File: src/rtl/flash_seq_pkg.sv
package flash_seq_pkg;

  localparam int STAT_W    = 16;
  localparam int CTL_W     = 16;
  localparam int BYTE_W    = 8;

  // status register flag positions
  localparam int TFF_BIT   = 8;
  localparam int WCF_BIT   = 9;
  localparam int WM_BASE   = 12;

  // control register 2 field positions
  localparam int CTL_TFIE  = 8;
  localparam int CTL_WCIE  = 9;
  localparam int CTL_RDSR  = 10;
  localparam int CTL_WREN  = 11;
  localparam int CTL_BANK  = 12;

  localparam logic [BYTE_W-1:0] OP_RDSR = 8'h05;
  localparam logic [BYTE_W-1:0] OP_WREN = 8'h06;
  localparam logic [BYTE_W-1:0] OP_PAD  = 8'h00;

  typedef enum logic [2:0] {
    S_IDLE, S_OP_GO, S_OP_WAIT, S_DAT_GO, S_DAT_WAIT, S_FIN
  } seq_state_e;

  typedef enum logic { CMD_RDSR, CMD_WREN } cmd_e;

  function automatic logic [BYTE_W-1:0] opcode_of(cmd_e c);
    return (c == CMD_RDSR) ? OP_RDSR : OP_WREN;
  endfunction

  // bytes exchanged for a command: opcode plus optional data byte
  function automatic int unsigned bytes_of(cmd_e c);
    return (c == CMD_RDSR) ? 2 : 1;
  endfunction

  function automatic int unsigned wm_pos(int unsigned bank);
    return WM_BASE + bank;
  endfunction

endpackage

File: src/rtl/seq_ctl_decode.sv
module seq_ctl_decode
  import flash_seq_pkg::*;
#(
  parameter int BANK_W = 2
) (
  input  logic                 clk,
  input  logic                 rst_n,
  input  logic                 sw_mode_i,
  input  logic                 ctl_wr_i,
  input  logic [CTL_W-1:0]     ctl_wdata_i,
  input  logic                 busy_i,
  output logic                 trig_o,
  output cmd_e                 trig_cmd_o,
  output logic [BANK_W-1:0]    trig_bank_o,
  output logic                 ie_tff_o,
  output logic                 ie_wc_o
);

  localparam logic [CTL_W-1:0] USED_MASK =
    (CTL_W'(1) << CTL_TFIE) | (CTL_W'(1) << CTL_WCIE) |
    (CTL_W'(1) << CTL_RDSR) | (CTL_W'(1) << CTL_WREN) |
    (((CTL_W'(1) << BANK_W) - CTL_W'(1)) << CTL_BANK);

  logic req_any;
  logic req_blocked_sw;
  logic req_blocked_busy;
  logic unused_ctl_bits;

  assign unused_ctl_bits  = ^(ctl_wdata_i & ~USED_MASK);
  assign req_any          = ctl_wdata_i[CTL_RDSR] | ctl_wdata_i[CTL_WREN];
  assign req_blocked_sw   = ctl_wr_i & req_any & sw_mode_i;
  assign req_blocked_busy = ctl_wr_i & req_any & busy_i;

  assign trig_o      = ctl_wr_i & req_any & ~req_blocked_sw & ~req_blocked_busy;
  // status read wins when both request bits are written together
  assign trig_cmd_o  = ctl_wdata_i[CTL_RDSR] ? CMD_RDSR : CMD_WREN;
  assign trig_bank_o = ctl_wdata_i[CTL_BANK +: BANK_W];

  always_ff @(posedge clk or negedge rst_n) begin
    if (!rst_n) begin
      ie_tff_o <= 1'b0;
      ie_wc_o  <= 1'b0;
    end else if (ctl_wr_i) begin
      ie_tff_o <= ctl_wdata_i[CTL_TFIE];
      ie_wc_o  <= ctl_wdata_i[CTL_WCIE];
    end
  end

endmodule

File: src/rtl/seq_fsm.sv
module seq_fsm
  import flash_seq_pkg::*;
#(
  parameter int NBANK  = 4,
  parameter int BANK_W = 2
) (
  input  logic               clk,
  input  logic               rst_n,
  input  logic               trig_i,
  input  cmd_e               trig_cmd_i,
  input  logic [BANK_W-1:0]  trig_bank_i,
  input  logic               sh_done_i,
  input  logic [BYTE_W-1:0]  sh_rx_i,
  output logic               sh_go_o,
  output logic [BYTE_W-1:0]  sh_tx_o,
  output logic [NBANK-1:0]   cs_n_o,
  output logic               busy_o,
  output logic               fin_rd_o,
  output logic               fin_we_o,
  output logic [BANK_W-1:0]  fin_bank_o,
  output logic [BYTE_W-1:0]  rx_byte_o
);

  seq_state_e         state_q;
  cmd_e               cmd_q;
  logic [BANK_W-1:0]  bank_q;
  logic [BYTE_W-1:0]  rx_q;
  logic               selecting;
  logic               last_byte_done;

  assign last_byte_done = sh_done_i &&
    (((state_q == S_OP_WAIT) && (bytes_of(cmd_q) == 1)) || (state_q == S_DAT_WAIT));

  always_ff @(posedge clk or negedge rst_n) begin
    if (!rst_n) begin
      state_q <= S_IDLE;
      cmd_q   <= CMD_RDSR;
      bank_q  <= '0;
      rx_q    <= '0;
    end else begin
      case (state_q)
        S_IDLE: if (trig_i) begin
          state_q <= S_OP_GO;
          cmd_q   <= trig_cmd_i;
          bank_q  <= trig_bank_i;
        end
        S_OP_GO:    state_q <= S_OP_WAIT;
        S_OP_WAIT:  if (sh_done_i) state_q <= last_byte_done ? S_FIN : S_DAT_GO;
        S_DAT_GO:   state_q <= S_DAT_WAIT;
        S_DAT_WAIT: if (sh_done_i) begin
          rx_q    <= sh_rx_i;
          state_q <= S_FIN;
        end
        S_FIN:      state_q <= S_IDLE;
        default:    state_q <= S_IDLE;
      endcase
    end
  end

  assign selecting  = state_q inside {S_OP_GO, S_OP_WAIT, S_DAT_GO, S_DAT_WAIT};
  assign busy_o     = (state_q != S_IDLE);
  assign sh_go_o    = (state_q == S_OP_GO) || (state_q == S_DAT_GO);
  assign sh_tx_o    = (state_q == S_OP_GO)  ? opcode_of(cmd_q) :
                      (state_q == S_DAT_GO) ? OP_PAD : '0;
  assign fin_rd_o   = (state_q == S_FIN) && (cmd_q == CMD_RDSR);
  assign fin_we_o   = (state_q == S_FIN) && (cmd_q == CMD_WREN);
  assign fin_bank_o = bank_q;
  assign rx_byte_o  = rx_q;

  for (genvar g = 0; g < NBANK; g++) begin : g_sel
    assign cs_n_o[g] = !(selecting && (bank_q == BANK_W'(g)));
  end

  assert_cs_onehot_R10: assert property (@(posedge clk) disable iff (!rst_n)
    $onehot0(~cs_n_o));

  assert_idle_released_R10: assert property (@(posedge clk) disable iff (!rst_n)
    (!busy_o || fin_rd_o || fin_we_o) |-> (&cs_n_o));

  assert_ack_ends_we_R3: assert property (@(posedge clk) disable iff (!rst_n)
    (sh_done_i && !sh_go_o && busy_o && (sh_tx_o == '0) && last_byte_done) |=> !sh_go_o);

endmodule

File: src/rtl/seq_status.sv
module seq_status
  import flash_seq_pkg::*;
#(
  parameter int NBANK  = 4,
  parameter int BANK_W = 2
) (
  input  logic               clk,
  input  logic               rst_n,
  input  logic               stat_wr_i,
  input  logic [STAT_W-1:0]  stat_wdata_i,
  input  logic               wcomp_i,
  input  logic               fin_rd_i,
  input  logic               fin_we_i,
  input  logic [BANK_W-1:0]  fin_bank_i,
  input  logic [BYTE_W-1:0]  rx_byte_i,
  input  logic               ie_tff_i,
  input  logic               ie_wc_i,
  output logic [STAT_W-1:0]  stat_o,
  output logic               irq_o
);

  logic [STAT_W-1:0] stat_q;
  logic [STAT_W-1:0] stat_d;
  logic              hw_set;

  assign hw_set = fin_rd_i | fin_we_i | wcomp_i;

  always_comb begin
    stat_d = stat_q;
    if (stat_wr_i) stat_d = stat_d & stat_wdata_i;   // zeros clear
    if (fin_rd_i) begin
      stat_d[BYTE_W-1:0] = rx_byte_i;
      stat_d[TFF_BIT]    = 1'b1;
    end
    if (fin_we_i) begin
      stat_d[TFF_BIT] = 1'b1;
      for (int b = 0; b < NBANK; b++)
        if (fin_bank_i == BANK_W'(b)) stat_d[wm_pos(b)] = 1'b1;
    end
    if (wcomp_i) stat_d[WCF_BIT] = 1'b1;
  end

  always_ff @(posedge clk or negedge rst_n) begin
    if (!rst_n) stat_q <= '0;
    else        stat_q <= stat_d;
  end

  assign stat_o = stat_q;
  assign irq_o  = (stat_q[TFF_BIT] & ie_tff_i) | (stat_q[WCF_BIT] & ie_wc_i);

  assert_done_flag_R2: assert property (@(posedge clk) disable iff (!rst_n)
    (fin_rd_i || fin_we_i) |=> stat_q[TFF_BIT]);

  assert_wm_set_R3: assert property (@(posedge clk) disable iff (!rst_n)
    fin_we_i |=> (|stat_q[WM_BASE +: NBANK]));

  assert_zero_clear_R9: assert property (@(posedge clk) disable iff (!rst_n)
    (stat_wr_i && (stat_wdata_i == '0) && !hw_set) |=> (stat_q == '0));

  assert_wc_flag_R8: assert property (@(posedge clk) disable iff (!rst_n)
    wcomp_i |=> stat_q[WCF_BIT]);

  assert_irq_source_R7: assert property (@(posedge clk) disable iff (!rst_n)
    irq_o |-> (stat_q[TFF_BIT] || stat_q[WCF_BIT]));

endmodule

File: src/rtl/flash_cmd_seq.sv
module flash_cmd_seq
  import flash_seq_pkg::*;
#(
  parameter int NBANK = 4
) (
  input  logic               clk,
  input  logic               rst_n,
  input  logic               sw_mode_i,
  input  logic               ctl_wr_i,
  input  logic [15:0]        ctl_wdata_i,
  input  logic               stat_wr_i,
  input  logic [15:0]        stat_wdata_i,
  input  logic               wcomp_i,
  output logic [15:0]        stat_o,
  output logic               irq_o,
  output logic               busy_o,
  output logic [NBANK-1:0]   cs_n_o,
  output logic               sh_go_o,
  output logic [7:0]         sh_tx_o,
  input  logic               sh_done_i,
  input  logic [7:0]         sh_rx_i
);

  localparam int BANK_W = (NBANK > 1) ? $clog2(NBANK) : 1;

  logic              trig;
  cmd_e              trig_cmd;
  logic [BANK_W-1:0] trig_bank;
  logic              ie_tff, ie_wc;
  logic              fin_rd, fin_we;
  logic [BANK_W-1:0] fin_bank;
  logic [7:0]        rx_byte;

  seq_ctl_decode #(.BANK_W(BANK_W)) u_dec (
    .clk(clk), .rst_n(rst_n), .sw_mode_i(sw_mode_i),
    .ctl_wr_i(ctl_wr_i), .ctl_wdata_i(ctl_wdata_i), .busy_i(busy_o),
    .trig_o(trig), .trig_cmd_o(trig_cmd), .trig_bank_o(trig_bank),
    .ie_tff_o(ie_tff), .ie_wc_o(ie_wc)
  );

  seq_fsm #(.NBANK(NBANK), .BANK_W(BANK_W)) u_fsm (
    .clk(clk), .rst_n(rst_n), .trig_i(trig), .trig_cmd_i(trig_cmd),
    .trig_bank_i(trig_bank), .sh_done_i(sh_done_i), .sh_rx_i(sh_rx_i),
    .sh_go_o(sh_go_o), .sh_tx_o(sh_tx_o), .cs_n_o(cs_n_o), .busy_o(busy_o),
    .fin_rd_o(fin_rd), .fin_we_o(fin_we), .fin_bank_o(fin_bank),
    .rx_byte_o(rx_byte)
  );

  seq_status #(.NBANK(NBANK), .BANK_W(BANK_W)) u_stat (
    .clk(clk), .rst_n(rst_n), .stat_wr_i(stat_wr_i), .stat_wdata_i(stat_wdata_i),
    .wcomp_i(wcomp_i), .fin_rd_i(fin_rd), .fin_we_i(fin_we),
    .fin_bank_i(fin_bank), .rx_byte_i(rx_byte), .ie_tff_i(ie_tff),
    .ie_wc_i(ie_wc), .stat_o(stat_o), .irq_o(irq_o)
  );

  assert_sw_block_R4: assert property (@(posedge clk) disable iff (!rst_n)
    (ctl_wr_i && sw_mode_i && !busy_o) |=> !busy_o);

  assert_accept_R1: assert property (@(posedge clk) disable iff (!rst_n)
    (ctl_wr_i && !sw_mode_i && !busy_o && (ctl_wdata_i[CTL_RDSR] || ctl_wdata_i[CTL_WREN]))
      |=> (busy_o && sh_go_o));

endmodule

File: config.mk
export PLATFORM = sky130hd
export DESIGN_NAME = flash_cmd_seq
export DESIGN_NICKNAME = d
export VERILOG_FILES = /design/src/rtl/flash_seq_pkg.sv /design/src/rtl/seq_ctl_decode.sv /design/src/rtl/seq_fsm.sv /design/src/rtl/seq_status.sv /design/src/rtl/flash_cmd_seq.sv
export SDC_FILE = /design/constraint.sdc
export NUM_CORES = 1
export LEC_CHECK = 0
export BUFFER_PORTS_ARGS = -buffer_cell sky130_fd_sc_hd__buf_2
export CAP_MARGIN = 20
export CELL_PAD_IN_SITES_DETAIL_PLACEMENT = 1
export CELL_PAD_IN_SITES_GLOBAL_PLACEMENT = 2
export CORE_ASPECT_RATIO = 1.4
export CORE_UTILIZATION = 28
export CTS_BUF_LIST = sky130_fd_sc_hd__clkbuf_16
export DETAILED_ROUTE_END_ITERATION = 10
export GPL_ROUTABILITY_DRIVEN = 0
export MAX_ROUTING_LAYER = met4
export PLACE_DENSITY_LB_ADDON = 0.1
export SLEW_MARGIN = 20
export SYNTH_ARGS = -nofsm -noshare
export SYNTH_HDL_FRONTEND = slang
export SYNTH_HIERARCHICAL = 1
export SYNTH_SLANG_ARGS = --single-unit
File: constraint.sdc
create_clock -name clk -period 3.5 [get_ports clk]
set_clock_uncertainty 0.05 [all_clocks]
set_input_delay 0.7 -clock clk [delete_from_list [all_inputs] [get_ports clk]]
set_output_delay 0.7 -clock clk [all_outputs]
set_load 0.03 [all_outputs]
==> reports/results.txt <==
synth warn: 6
Pins Over Slew Limit: 0
placed wire-length estimate: 2920 µm
largest net degree at the start of global routing: 33
Synth cell types: 33
synthesized flop and latch total: 32
Fin Setup TNS: 0 ns
Via Count: 1217
worst hold slack: 0.436 ns
Worst EP arrival: 1.55 ns
Initial Utilization: 0.296
peak supply drop: 0.325 mV
area delta synth->final: 29.4%
total power: 1.57 mW
DRT Wirelength: 3890 µm
Mapped Cells: 139
worst reg2reg setup slack: 1.26 ns
f_max: 435 MHz
Lkg Pwr: 1.03 nW
status: complete, no violations
CP Class: reg -> out
post-CTS resize count: 0
max-cap viol count: 0
core box area: 5280 µm²
FF-to-FF path depth: 5
crit path max-delay cell type: dfrtp_1
clk root buf: clkbuf_16
Tcrit/Tclk final: 0.656
die area: 5890 µm²
post-layout minimum cycle time: 2.30 ns
Skew-Pair Late Insertion Delay: 0.27 ns
layout cell share with drive strength beyond 1: 0.423
drc violations: 0
Async S/R FF share, synth: 1.00
most used cell, CP: nor2b_1
routed vias/inst: 4.56
Crit path required time: 2.75 ns
clock sinks: 32
r2r startpoint: u_fsm/state_q[2]
Starting DRT DRC Count: 44
sequential area share after synthesis: 0.512
CP startpoint kind: register
actual slew at the worst max-slew pin: 1.02 ns
Final WS setup: 1.20 ns
antenna violations before repair: 0
vias in the first global route: 1320
worst hold path class: in -> async
clock buffer depth: 2
number of setup buffers added after CTS: 0
synthesized cell area: 1560 µm²
Clock Pin Slew Worst Setup and Hold Paths: 0.05 ns
Detailed Routing Iterations Pass 1: 2
Fin. Hold Viols: 0
unrepaired setup endpoints after global routing: false
global-route wire length before repair: 6330 µm
Die Height: 90.4 µm
total grt overflow: 0
Diodes inserted: 0
Buffers on Ports: 62
routed len/inst: 14.6 µm
total track usage: 0.146
chip width: 65.2 µm
reg-to-reg critical path endpoint: u_fsm/fin_bank_o[0]
Final setup viols: 0
CP Capture Type: primary output
fin nets: 248
CTS Buf Count: 5
CTS hold repair buffers: 0
syn_area_per_cell: 11.3 µm²
Worst path max stage delay: 0.47 ns
CTS tree: yes
Max H-tree Level: 2
I/O pin count: 78
ANT nets after route: 0
worst path cell trace: nor2b_1 > and2b_1 > nor2b_1 > buf_2
relative slew slack: 0.318
ys flop type: dfrtp_1
Pwr per Cell Area: 774 nW/µm²
Post-synth EDFFs: 0
CP Max Fanout: 7
FP Rows: 31
dpl ws: 1.25 ns
==> worst max-delay path by stage <==
stage / start / end / cells past startpoint
after global placement: u_fsm/state_q[2] / u_fsm/cmd_q / 5
after floorplan: u_fsm/state_q[2] / u_fsm/cmd_q / 6
after detailed placement: u_fsm/state_q[2] / u_fsm/cmd_q / 5
after global routing: u_fsm/state_q[0] / sh_tx_o[0] / 4
final: u_fsm/state_q[0] / sh_tx_o[0] / 4
after CTS: u_fsm/state_q[0] / sh_tx_o[0] / 4
==> Yosys cell counts, types with 4 or more instances <==
cell,instances,area (µm²)
a32o_1,4,40.0
buf_4,8,60.1
dfrtp_1,32,801
inv_1,5,18.8
mux2_2,5,56.3
mux2_4,8,120
nand2_1,11,41.3
nand2b_1,15,93.8
nor2_1,4,15.0
nor2b_1,12,75.1
o21ai_1,8,40.0
==> cells in the final DEF (no fill, tap or decap), types with 2 or more instances in the layout <==
master,count
a32o_1,4
mux2_2,5
a21oi_1,2
nor2_1,4
conb_1,5
inv_1,6
nor2b_1,12
o21ai_1,8
buf_2,62
a211oi_1,2
a21boi_0,2
nand3b_1,2
nand2b_1,15
nand2_1,11
clkbuf_16,5
mux2_4,8
dfrtp_1,32
==> where the power goes <==
group	internal [mW]	leakage (nW)	switching [mW]
clock	0.255	0.0709	0.146
sequential	0.478	0.414	0.115
combinational	0.243	0.543	0.330
==> routing by layer <==
layer	track usage	routed length, µm	part of all wire
met1	0.159	1520	0.39
met4	0.0543	29	0.0075
met2	0.248	2110	0.54
met5	-	0	0
met3	0.0391	230	0.059
==> registers in the layout, indices dropped and copies added, names as in the netlist <==
register / flops
u_dec/ie_tff_o: 1
u_dec/ie_wc_o: 1
u_fsm/cmd_q: 1
u_fsm/fin_bank_o: 2
u_fsm/rx_byte_o: 8
u_fsm/state_q: 3
u_stat/stat_o: 16
==> critical path, delay by kind of cell (launching register included) <==
kind,cells,cell delay (ns)
AND/OR/NAND/NOR,3,0.60
flip-flops,1,0.47
buffers and inverters,1,0.20
==> area by class of cell <==
| type | count | area, µm² |
|---|---|---|
| multi-input combinational | 95 | 678 |
| sequential | 32 | 801 |
| clock buffer | 5 | 125 |
| fill | 619 | 3250 |
| timing repair buffer | 62 | 310 |
| clock inverter | 2 | 8.76 |
| inverter | 5 | 18.8 |
| tap | 66 | 82.6 |
==> cell families (layout without fill, tap and decap cells) <==
family          Yosys count  count (layout)  synth area share
xor+xnor                  1               1           0.00560
mux                      13              13             0.113
flops                    32              32             0.512
other cells               1               5           0.00240
simple gates             54              54             0.207
compound gates           22              22            0.0960
buf+inv                  16              74            0.0640
==> through the flow <==
stage / instance area (µm²) / utilization / std cells
final: 2020 / 0.384 / 267
after global routing: 2020 / 0.384 / 267
after CTS: 2020 / 0.384 / 267
after detailed placement: 1890 / 0.358 / 260
after global placement: 1890 / 0.358 / 260
after floorplan: 1580 / - / 143
Power figures use the tool's default switching activity.
